### src/rtl/exc_pkg.sv
package exc_pkg;

  localparam int NUM_STAGES  = 5;
  localparam int NUM_FAULTED = NUM_STAGES - 1;
  localparam int CAUSE_W     = 3;
  localparam int WB_IDX      = NUM_STAGES - 1;
  localparam int MEM_IDX     = NUM_STAGES - 2;

  typedef enum logic [CAUSE_W-1:0] {
    CS_NONE    = 3'd0,
    CS_FETCH   = 3'd1,
    CS_ILLEGAL = 3'd2,
    CS_OVF     = 3'd3,
    CS_DMEM    = 3'd4,
    CS_IRQ     = 3'd5
  } exc_cause_e;

  // Code reported by each faulting stage, youngest stage first.
  function automatic exc_cause_e stage_code(input int idx);
    case (idx)
      0:       return CS_FETCH;
      1:       return CS_ILLEGAL;
      2:       return CS_OVF;
      default: return CS_DMEM;
    endcase
  endfunction

endpackage

### src/rtl/exc_fault_fold.sv
module exc_fault_fold
  import exc_pkg::*;
#(
  parameter exc_cause_e CODE = CS_FETCH
) (
  input  logic       valid_i,
  input  exc_cause_e cause_i,
  input  logic       flt_i,
  output exc_cause_e cause_o
);

  // The first recorded cause sticks; a later stage cannot overwrite it.
  always_comb begin
    cause_o = cause_i;
    if (valid_i && (cause_i == CS_NONE) && flt_i) begin
      cause_o = CODE;
    end
  end

endmodule

### src/rtl/exc_stage_reg.sv
module exc_stage_reg
  import exc_pkg::*;
#(
  parameter int PC_W = 32
) (
  input  logic            clk,
  input  logic            rst_n,
  input  logic            flush_i,
  input  logic            d_valid_i,
  input  logic [PC_W-1:0] d_pc_i,
  input  exc_cause_e      d_cause_i,
  output logic            q_valid_o,
  output logic [PC_W-1:0] q_pc_o,
  output exc_cause_e      q_cause_o
);

  always_ff @(posedge clk or negedge rst_n) begin
    if (!rst_n) begin
      q_valid_o <= 1'b0;
      q_pc_o    <= '0;
      q_cause_o <= CS_NONE;
    end else begin
      q_valid_o <= d_valid_i && !flush_i;
      q_pc_o    <= d_pc_i;
      q_cause_o <= flush_i ? CS_NONE : d_cause_i;
    end
  end

endmodule

### src/rtl/exc_trap_unit.sv
module exc_trap_unit
  import exc_pkg::*;
#(
  parameter int PC_W = 32
) (
  input  logic            clk,
  input  logic            rst_n,
  input  logic            wb_valid_i,
  input  logic [PC_W-1:0] wb_pc_i,
  input  exc_cause_e      wb_cause_i,
  output logic            trap_o,
  output logic            commit_o,
  output logic [PC_W-1:0] epc_o,
  output exc_cause_e      cause_o
);

  assign trap_o   = wb_valid_i && (wb_cause_i != CS_NONE);
  assign commit_o = wb_valid_i && (wb_cause_i == CS_NONE);

  always_ff @(posedge clk or negedge rst_n) begin
    if (!rst_n) begin
      epc_o   <= '0;
      cause_o <= CS_NONE;
    end else if (trap_o) begin
      epc_o   <= wb_pc_i;
      cause_o <= wb_cause_i;
    end
  end

endmodule

### src/rtl/exc_pipe_ctl.sv
module exc_pipe_ctl
  import exc_pkg::*;
#(
  parameter int              PC_W    = 32,
  parameter logic [PC_W-1:0] VEC_ADDR = 32'h0000_0080
) (
  input  logic                   clk,
  input  logic                   rst_n,
  input  logic                   fetch_valid_i,
  input  logic [PC_W-1:0]        fetch_pc_i,
  output logic                   fetch_ready_o,
  input  logic                   irq_i,
  input  logic [NUM_FAULTED-1:0] fault_i,
  output logic                   retire_valid_o,
  output logic [PC_W-1:0]        retire_pc_o,
  output logic                   mem_store_ok_o,
  output logic                   trap_o,
  output logic [CAUSE_W-1:0]     trap_cause_o,
  output logic [PC_W-1:0]        trap_vec_o,
  output logic [PC_W-1:0]        epc_o,
  output logic [CAUSE_W-1:0]     cause_o
);

  logic            st_valid [NUM_STAGES];
  logic [PC_W-1:0] st_pc    [NUM_STAGES];
  exc_cause_e      st_cause [NUM_STAGES];

  logic            nx_valid [NUM_STAGES];
  logic [PC_W-1:0] nx_pc    [NUM_STAGES];
  exc_cause_e      nx_cause [NUM_STAGES];

  logic       taking;
  logic       inject;
  logic       accept;
  exc_cause_e saved_cause;

  // Fetch entry: an interrupt displaces the offered instruction.
  assign inject        = irq_i && !taking;
  assign fetch_ready_o = !irq_i && !taking;
  assign accept        = fetch_valid_i && fetch_ready_o;

  assign nx_valid[0] = inject || accept;
  assign nx_pc[0]    = fetch_pc_i;
  assign nx_cause[0] = inject ? CS_IRQ : CS_NONE;

  genvar k;
  generate
    for (k = 1; k < NUM_STAGES; k++) begin : g_fold
      assign nx_valid[k] = st_valid[k-1];
      assign nx_pc[k]    = st_pc[k-1];
      exc_fault_fold #(
        .CODE (stage_code(k-1))
      ) u_fold (
        .valid_i (st_valid[k-1]),
        .cause_i (st_cause[k-1]),
        .flt_i   (fault_i[k-1]),
        .cause_o (nx_cause[k])
      );
    end

    for (k = 0; k < NUM_STAGES; k++) begin : g_stage
      exc_stage_reg #(
        .PC_W (PC_W)
      ) u_stage (
        .clk       (clk),
        .rst_n     (rst_n),
        .flush_i   (taking),
        .d_valid_i (nx_valid[k]),
        .d_pc_i    (nx_pc[k]),
        .d_cause_i (nx_cause[k]),
        .q_valid_o (st_valid[k]),
        .q_pc_o    (st_pc[k]),
        .q_cause_o (st_cause[k])
      );
    end
  endgenerate

  exc_trap_unit #(
    .PC_W (PC_W)
  ) u_trap (
    .clk        (clk),
    .rst_n      (rst_n),
    .wb_valid_i (st_valid[WB_IDX]),
    .wb_pc_i    (st_pc[WB_IDX]),
    .wb_cause_i (st_cause[WB_IDX]),
    .trap_o     (taking),
    .commit_o   (retire_valid_o),
    .epc_o      (epc_o),
    .cause_o    (saved_cause)
  );

  assign retire_pc_o    = st_pc[WB_IDX];
  assign trap_o         = taking;
  assign trap_cause_o   = st_cause[WB_IDX];
  assign trap_vec_o     = VEC_ADDR;
  assign cause_o        = saved_cause;
  assign mem_store_ok_o = st_valid[MEM_IDX] && (st_cause[MEM_IDX] == CS_NONE)
                          && !fault_i[MEM_IDX] && !taking;

endmodule

### config.mk
export PLATFORM = sky130hd
export DESIGN_NAME = exc_pipe_ctl
export DESIGN_NICKNAME = d
export VERILOG_FILES = /design/src/rtl/exc_pkg.sv /design/src/rtl/exc_fault_fold.sv /design/src/rtl/exc_stage_reg.sv /design/src/rtl/exc_trap_unit.sv /design/src/rtl/exc_pipe_ctl.sv
export SDC_FILE = /design/constraint.sdc
export NUM_CORES = 1
export LEC_CHECK = 0
export ABC_AREA = 1
export BUFFER_PORTS_ARGS = -buffer_cell sky130_fd_sc_hd__buf_2
export CAP_MARGIN = 20
export CELL_PAD_IN_SITES_DETAIL_PLACEMENT = 0
export CELL_PAD_IN_SITES_GLOBAL_PLACEMENT = 1
export CORE_MARGIN = 5
export CORE_UTILIZATION = 25
export DETAILED_ROUTE_END_ITERATION = 12
export GPL_TIMING_DRIVEN = 0
export PLACE_DENSITY_LB_ADDON = 0.15
export SLEW_MARGIN = 20
export SYNTH_ARGS = -nofsm -noshare
export SYNTH_HDL_FRONTEND = slang
export SYNTH_SLANG_ARGS = --single-unit
### constraint.sdc
create_clock -name clk -period 1.2 [get_ports clk]
set_input_delay 0.06 -clock clk [delete_from_list [all_inputs] [get_ports clk]]
set_output_delay 0.06 -clock clk [all_outputs]
set_load 0.05 [all_outputs]
After elaboration in Yosys (flattened, before gate mapping):

Cells that the tools add are included.

* bits in registers: 215
* bits of input ports: 40
* output and inout port bits: 106
* word-level logic and storage cells: 57

* mux-type cells: 10
* reduce and logical (&&, ||, !) cells: 30

Operator list (number)
* 3-bit two-way mux: 10
* 1-bit logical AND: 20
* 3-bit logical NOT: 5
* 1-bit logical NOT: 3
* 3-bit nonzero test: 1
* 1-bit logical OR: 1

Longest topological paths before layout:

Gate-level depths: netlist of the first run.

* word-level depth: 7
* mapped depth: 6
* mapped depth without buffers: 5

Cells and area by module:

Synthesis of the first run repeated with hierarchy kept, for this count alone.

* cell total of the unflattened synthesis: 457
* area, all modules: 6512.5 sq um

Modules (own cells, without submodules)
* exc_stage_reg: instances 5, cells an instance 44, area each 930.9 sq um, sequential area each 900.9 sq um
* exc_trap_unit: instances 1, cells an instance 157, area each 1435.1 sq um, sequential area each 875.8 sq um
* exc_pipe_ctl: instances 1, cells an instance 45, area each 291.5 sq um, sequential area each 0.0 sq um
* exc_fault_fold at g_fold[1].u_fold ...: instances 3, cells an instance 9, area each 33.8 sq um, sequential area each 0.0 sq um
* exc_fault_fold at g_fold[4].u_fold: instances 1, cells an instance 8, area each 30.0 sq um, sequential area each 0.0 sq um

Worst setup path after synthesis of the first run:

Ideal clock, no wire load.

* path kind: reg2out
* start: register g_stage[4].u_stage.q_cause_o[1]
* end: output retire_valid_o
* arrival time: 1.735 ns
* data required time: 1.140 ns
* path slack: -0.595 ns
* cell stages (with the launch flop): 5
* path buffers: 1
* cell sequence: dfrtp_1 nor2_4 nand2_4 buf_2 nor2_1

* word-level cells in the longest chain between the ends: 2

Ends and longest elaborated chain
* start, declared: line exc_stage_reg.sv:14 `output exc_cause_e q_cause_o`
* start signal, assigned: line exc_stage_reg.sv:25 `q_cause_o <= flush_i ? CS_NONE : d_cause_i;`
* 3-bit logical NOT: line exc_trap_unit.sv:18 `assign commit_o = wb_valid_i && (wb_cause_i == CS_NONE);`
* 1-bit logical AND: line exc_trap_unit.sv:18
* end, declared: line exc_pipe_ctl.sv:14 `output logic retire_valid_o,`

No other way between the ends.

Worst setup path in the final report of the first run:

* start: register g_stage[4].u_stage.q_cause_o[1]
* end: output fetch_ready_o

* word-level cells in the longest chain between the ends: 4

Ends and longest elaborated chain
* 3-bit nonzero test: line exc_trap_unit.sv:17 `assign trap_o = wb_valid_i && (wb_cause_i != CS_NONE);`
* 1-bit logical AND: line exc_trap_unit.sv:17
* 1-bit logical NOT: line exc_pipe_ctl.sv:39 `assign fetch_ready_o = !irq_i && !taking;`
* 1-bit logical AND: line exc_pipe_ctl.sv:39
* end, declared: line exc_pipe_ctl.sv:11 `output logic fetch_ready_o,`

No other way between the ends.

==> impl_metrics.tcl, run 1 <==
set metrics [dict create \
    routedWlPerCell_um 13.3 \
    fin_crit_sh_pct 135 \
    netlist_top_cells_area "dfrtp_1 (84%), nand2_1 (4.3%), buf_4 (4.0%), nand3_1 (2.8%), inv_1 (0.89%)" \
    setup_tns_ns -11.30 \
    grt_use_total_pct 9.24 \
    drt-initial-drc-count 134 \
    status "finished with violations" \
    drive_gt1_share_pct 43.5 \
    synth_top_area_share_pct 83.9 \
    met3_length_um 976 \
    avgViaCountPerCell 3.61 \
    startpoint_type "flip-flop" \
    cts_hold_buf 38 \
    dieArea_sq_mm 0.0286 \
    ys_warn_count 0 \
    crit_required_ns 1.14 \
    drt_wl_total_mm 13.1 \
    cts_made_buffers 23 \
    clkTransAtPathRegs_ns 0.06 \
    grt_max_degree 100 \
    post-place-cells 886 \
    drv_slew 0 \
    layout_common_cells "dfrtp_1 (209), buf_4 (74), buf_6 (47), buf_2 (40), dlygate4sd3_1 (38)" \
    clock_tree.root_cell "clkbuf_16" \
    total_power_w 0.0249 \
    fin_crit_ns 1.62 \
    cts.sink_count 212 \
    grt_pass1_wl_mm 21.2 \
    rsz0062_at_grt "yes" \
    nNetsFinal 685 \
    syn2layout_area_growth_pct 50.3 \
    cts_tree "built" \
    h-tree-depth 1 \
    fin_util_pct 38.0 \
    max_cap_viol_count 0 \
    synthCells 411 \
    placed_area_sq_mm 0.00752 \
    rows 58 \
    wl_met1_mm 5.29 \
    synth-seq-cells 212 \
    io_pins 146 \
    finalHoldViolCount 113 \
    dieWidth_um 169 \
    die_h_um 169 \
    synth_cell_type_count 20 \
    core-area_sq_mm 0.0250 \
    final_common_cell "dfrtp_1" \
    routed.top_layer "met4" \
    insertion_delay_ns 0.50 \
    worstSetupPathType "reg -> out" \
    path_max_fanout 4 \
    synth_top_area_cell "dfrtp_1" \
    netlist_area_sq_mm 0.00632 \
    drc_errors 0 \
    worstPathArrival_ns 1.56 \
    hpwl_mm 8.13 \
    syn_avg_cell_area_sq_um 15.4 \
    dr.pass1.iters 4 \
    portBuffers 113 \
    clockBufferDepth 3 \
    failed_checks "negative hold slack, negative setup slack" \
    drtAntennaViolNets 0 \
    gp_congestion 0.707 \
    end_kind "primary output" \
    antenna_found_initial 0 \
    reg2reg_depth 9 \
    start_util_pct 25.3 \
    ir_drop_mv 1.15 \
    p_leak_nw 4.58 \
    met2WireLength_mm 6.53 \
    timing.final.ws_setup_ns -0.419 \
    gr-total-overflow 0 \
    grt_pass1_vias 3853 \
    yosysSeqAreaShare_pct 83.9 \
    stdcell_area_sq_mm 0.00951 \
    final_cells 988 \
    max_freq_mhz 618 \
    final.setup_skew_ns 0.0127 \
    fin_hold_ws_ns -0.539 \
    hold_class "in -> async" \
    finalSetupViolCount 43 \
    routed-via-count 3564 \
    diodes 0 \
    power.density_mw_per_mm2 2620 \
]
path summary, 6_finish.rpt:
check,from,to,slack [ns]
min in group clk,fetch_pc_i[5],g_stage[0].u_stage.q_pc_o[5],0.19
hold reg to reg,g_stage[2].u_stage.q_pc_o[1],g_stage[3].u_stage.q_pc_o[1],0.34
setup reg to reg,g_stage[4].u_stage.q_cause_o[1],u_trap.cause_o[1],-0.30
max in group asynchronous,rst_n,g_stage[3].u_stage.q_pc_o[14],0.59
setup / recovery,g_stage[4].u_stage.q_cause_o[1],fetch_ready_o,-0.42
hold / removal,rst_n,g_stage[1].u_stage.q_pc_o[30],-0.54
report_power, final:
part	switching (W)	internal [W]	leakage, nW
Clock	0.00267	0.00413	0.357
Sequential	0.000700	0.00827	2.51
Combinational	0.00561	0.00349	1.72
Total	0.00898	0.0159	4.58
what timing repair did:
item	in CTS	in global routing
endpoints found under the hold margin	152	113
endpoints found under the setup margin	102	77
cloned	4	0
setup buffers	15	12
gates resized for setup	108	111
pin swaps	8	12
cells in the mapped netlist, drive strengths merged:
library cell and number:
o21a 1, nor2 21, nand2 74, buf 42, nand4 1, a21oi 5, inv 16, dfrtp 212
conb 2, clkbuf 1, nand3b 1, nand3 35
layer usage:
metal	GRT usage, %	vias up
met5	0	-
met4	3.19	0
met3	2.78	29
met2	15.3	96
met1	11.6	1757
li1	-	1682
state kept, by name, summed over array words and instances, names as in the netlist:
register / count
g_stage.u_stage.q_valid_o: 5
u_trap.epc_o: 32
g_stage.u_stage.q_pc_o: 160
u_trap.cause_o: 3
g_stage.u_stage.q_cause_o: 12
cells by family after synthesis:
logic type	after synthesis	share of synthesized area [%]
flops	212	83.9
compound gates	6	0.693
buf+inv	59	6.00
simple gates	132	9.30
other cells	2	0.119
per-stage QoR:
stage          setup slack (ns)  hold WS, ns
6_report                 -0.419       -0.539
5_1_grt                  -0.489       -0.532
4_1_cts                  -0.458       -0.549
3_5_place_dp             -0.216      -0.0113
3_3_place_gp              -3.75        0.168
2_1_floorplan            -0.121       -0.236
cell type report:
class | instances | area, sq um
timing repair buffer | 179 | 1650
inverter | 16 | 62.6
buffer | 42 | 354
multi-input combinational | 171 | 988
fill | 2413 | 15500
clock inverter | 6 | 87.6
tap | 330 | 413
clock buffer | 32 | 639
sequential | 212 | 5310
worst max-delay path, stage by stage (launching register included):
cell,delay (ns)
dfrtp_2,0.43
nor2_4,0.17
a21oi_4,0.09
buf_12,0.14
nor2_4,0.08
buf_8,0.15
No activity file was read; power rests on OpenSTA's default activity.
==> run 2, diff against run 1 <==
--- a/config.mk
+++ b/config.mk
@@ -10,6 +10,7 @@
 export CAP_MARGIN = 20
 export CELL_PAD_IN_SITES_DETAIL_PLACEMENT = 0
 export CELL_PAD_IN_SITES_GLOBAL_PLACEMENT = 1
+export CORE_ASPECT_RATIO = 1.2
 export CORE_MARGIN = 5
 export CORE_UTILIZATION = 25
 export DETAILED_ROUTE_END_ITERATION = 12
==> impl_metrics.tcl, run 2 (same netlist as run 1, synthesis figures left out) <==
set metrics [dict create \
    h-tree-depth 1 \
    drtAntennaViolNets 0 \
    routedWlPerCell_um 13.4 \
    largest_register_ffs 160 \
    core-area_sq_mm 0.0248 \
    cts_tree "built" \
    io_pins 146 \
    layout_common_cells "dfrtp_1 (208), buf_4 (80), nand2_1 (70), buf_2 (41), dlygate4sd3_1 (38)" \
    crit_required_ns 1.14 \
    drt-initial-drc-count 128 \
    dieArea_sq_mm 0.0286 \
    largestRegisters "g_stage.u_stage.q_pc_o: 160 flops, u_trap.epc_o: 32 flops, g_stage.u_stage.q_cause_o: 12 flops" \
    grt_max_degree 95 \
    startpoint_type "flip-flop" \
    start_util_pct 25.5 \
    gr-total-overflow 0 \
    hold_class "in -> async" \
    rsz0062_at_grt "yes" \
    r2r_slack_ns -0.13 \
    clkTransAtPathRegs_ns 0.06 \
    avgViaCountPerCell 3.66 \
    cts.sink_count 212 \
    hpwl_mm 8.21 \
    dieWidth_um 155 \
    ir_drop_mv 0.914 \
    rows 63 \
    fin_crit_sh_pct 132 \
    ff_latch_area_sq_mm 0.00531 \
    r2r-end "u_trap.epc_o[5]" \
    timing.final.ws_setup_ns -0.380 \
    grt_use_total_pct 9.23 \
    reg2reg_depth 7 \
    final_common_cell "dfrtp_1" \
    worstPathArrival_ns 1.52 \
    clockBufferDepth 3 \
    largest-register "g_stage.u_stage.q_pc_o" \
    fin_crit_ns 1.58 \
    grt_pass1_vias 3876 \
    multi_input_area_sq_um 796 \
    finalHoldViolCount 118 \
    failed_checks "negative hold slack, negative setup slack" \
    gp_congestion 0.735 \
    end_kind "primary output" \
    p_leak_nw 4.48 \
    max_cap_viol_count 0 \
    finalSetupViolCount 41 \
    insertion_delay_ns 0.49 \
    final.setup_skew_ns 0.00534 \
    stdcell_area_sq_mm 0.00915 \
    drive_gt1_share_pct 36.1 \
    worstSetupPathType "reg -> out" \
    clock_tree.root_cell "clkbuf_16" \
    antenna_found_initial 0 \
    drv_slew 0 \
    cts_made_buffers 23 \
    placed_area_sq_mm 0.00752 \
    die_h_um 184 \
    power.density_mw_per_mm2 2560 \
    nNetsFinal 680 \
    portBuffers 113 \
    drc_errors 0 \
    r2r_start "g_stage[4].u_stage.q_cause_o[1]" \
    fin_util_pct 36.9 \
    status "finished with violations" \
    path_max_fanout 2 \
    fin_hold_ws_ns -0.505 \
    dr.pass1.iters 4 \
    drt_wl_total_mm 13.1 \
    grt_pass1_wl_mm 20.9 \
    fillCellCount 2413 \
    cts_hold_buf 38 \
    syn2layout_area_growth_pct 44.7 \
    max_freq_mhz 633 \
    routed-via-count 3580 \
    diodes 0 \
]
-- run 2: how the worst max path moves through the flow --
stage	startpoint	end	slack (ns)	depth (start not counted)
final	g_stage[4].u_stage.q_cause_o[1]	retire_valid_o	-0.38	5
after global routing	g_stage[4].u_stage.q_cause_o[1]	retire_valid_o	-0.46	5
after CTS	g_stage[4].u_stage.q_cause_o[2]	fetch_ready_o	-0.44	5
after detailed placement	g_stage[4].u_stage.q_valid_o	trap_o	-0.20	5
after global placement	rst_n	g_stage[4].u_stage.q_cause_o[2]	-3.72	1
after floorplan	g_stage[4].u_stage.q_cause_o[1]	fetch_ready_o	-0.12	4
-- run 2: area by class of cell --
type / instances / area share (%)
clock inverter: 6 / 0.410
buffer: 42 / 3.86
timing repair buffer: 175 / 16.7
inverter: 16 / 0.711
multi-input combinational: 170 / 8.70
clock buffer: 33 / 7.14
sequential: 212 / 58.0
tap: 325 / 4.44
-- run 2: power breakdown --
group / total, W / switching [W] / internal [W] / leakage [nW]
clock: 0.00640 / 0.00264 / 0.00376 / 0.331
combinational: 0.00823 / 0.00527 / 0.00296 / 1.64
sequential: 0.00882 / 0.000559 / 0.00826 / 2.51
-- run 2: through the flow --
stage | total power (W) | setup TNS (ns) | setup WS, ns | std cells | hold slack, ns
3_5_place_dp | 0.0154 | -5.71 | -0.198 | 881 | 0.0269
2_1_floorplan | 0.0136 | -1.33 | -0.121 | 441 | -0.236
3_3_place_gp | 0.0153 | -718.52 | -3.72 | 879 | 0.168
5_1_grt | 0.0248 | -8.82 | -0.461 | 979 | -0.493
4_1_cts | 0.0237 | -9.48 | -0.438 | 977 | -0.507
6_report | 0.0235 | -5.35 | -0.380 | 979 | -0.505
-- run 2: timing repair --
item	4_1_cts	5_1_grt
buffers inserted	17	4
hold endpoints to repair	157	84
pin swaps	4	4
gates resized for setup	72	52
setup endpoints to repair	79	79
cloned	2	1
-- run 2: worst max-delay path, cell delays in order (launching register included) --
cell and delay, ns:
dfrtp_2 0.43, nor2_4 0.17, nand2_4 0.08, buf_8 0.12
nor2_4 0.08, buf_8 0.15
-- run 2: metal layers --
| metal | vias up | global-route usage (%) | share of wire, % |
|---|---|---|---|
| met4 | 0 | 3.64 | 3.2 |
| met1 | 1775 | 10.8 | 39 |
| met3 | 34 | 2.89 | 7.1 |
| met2 | 100 | 15.8 | 51 |
| li1 | 1671 | - | - |
| met5 | - | 0 | 0 |
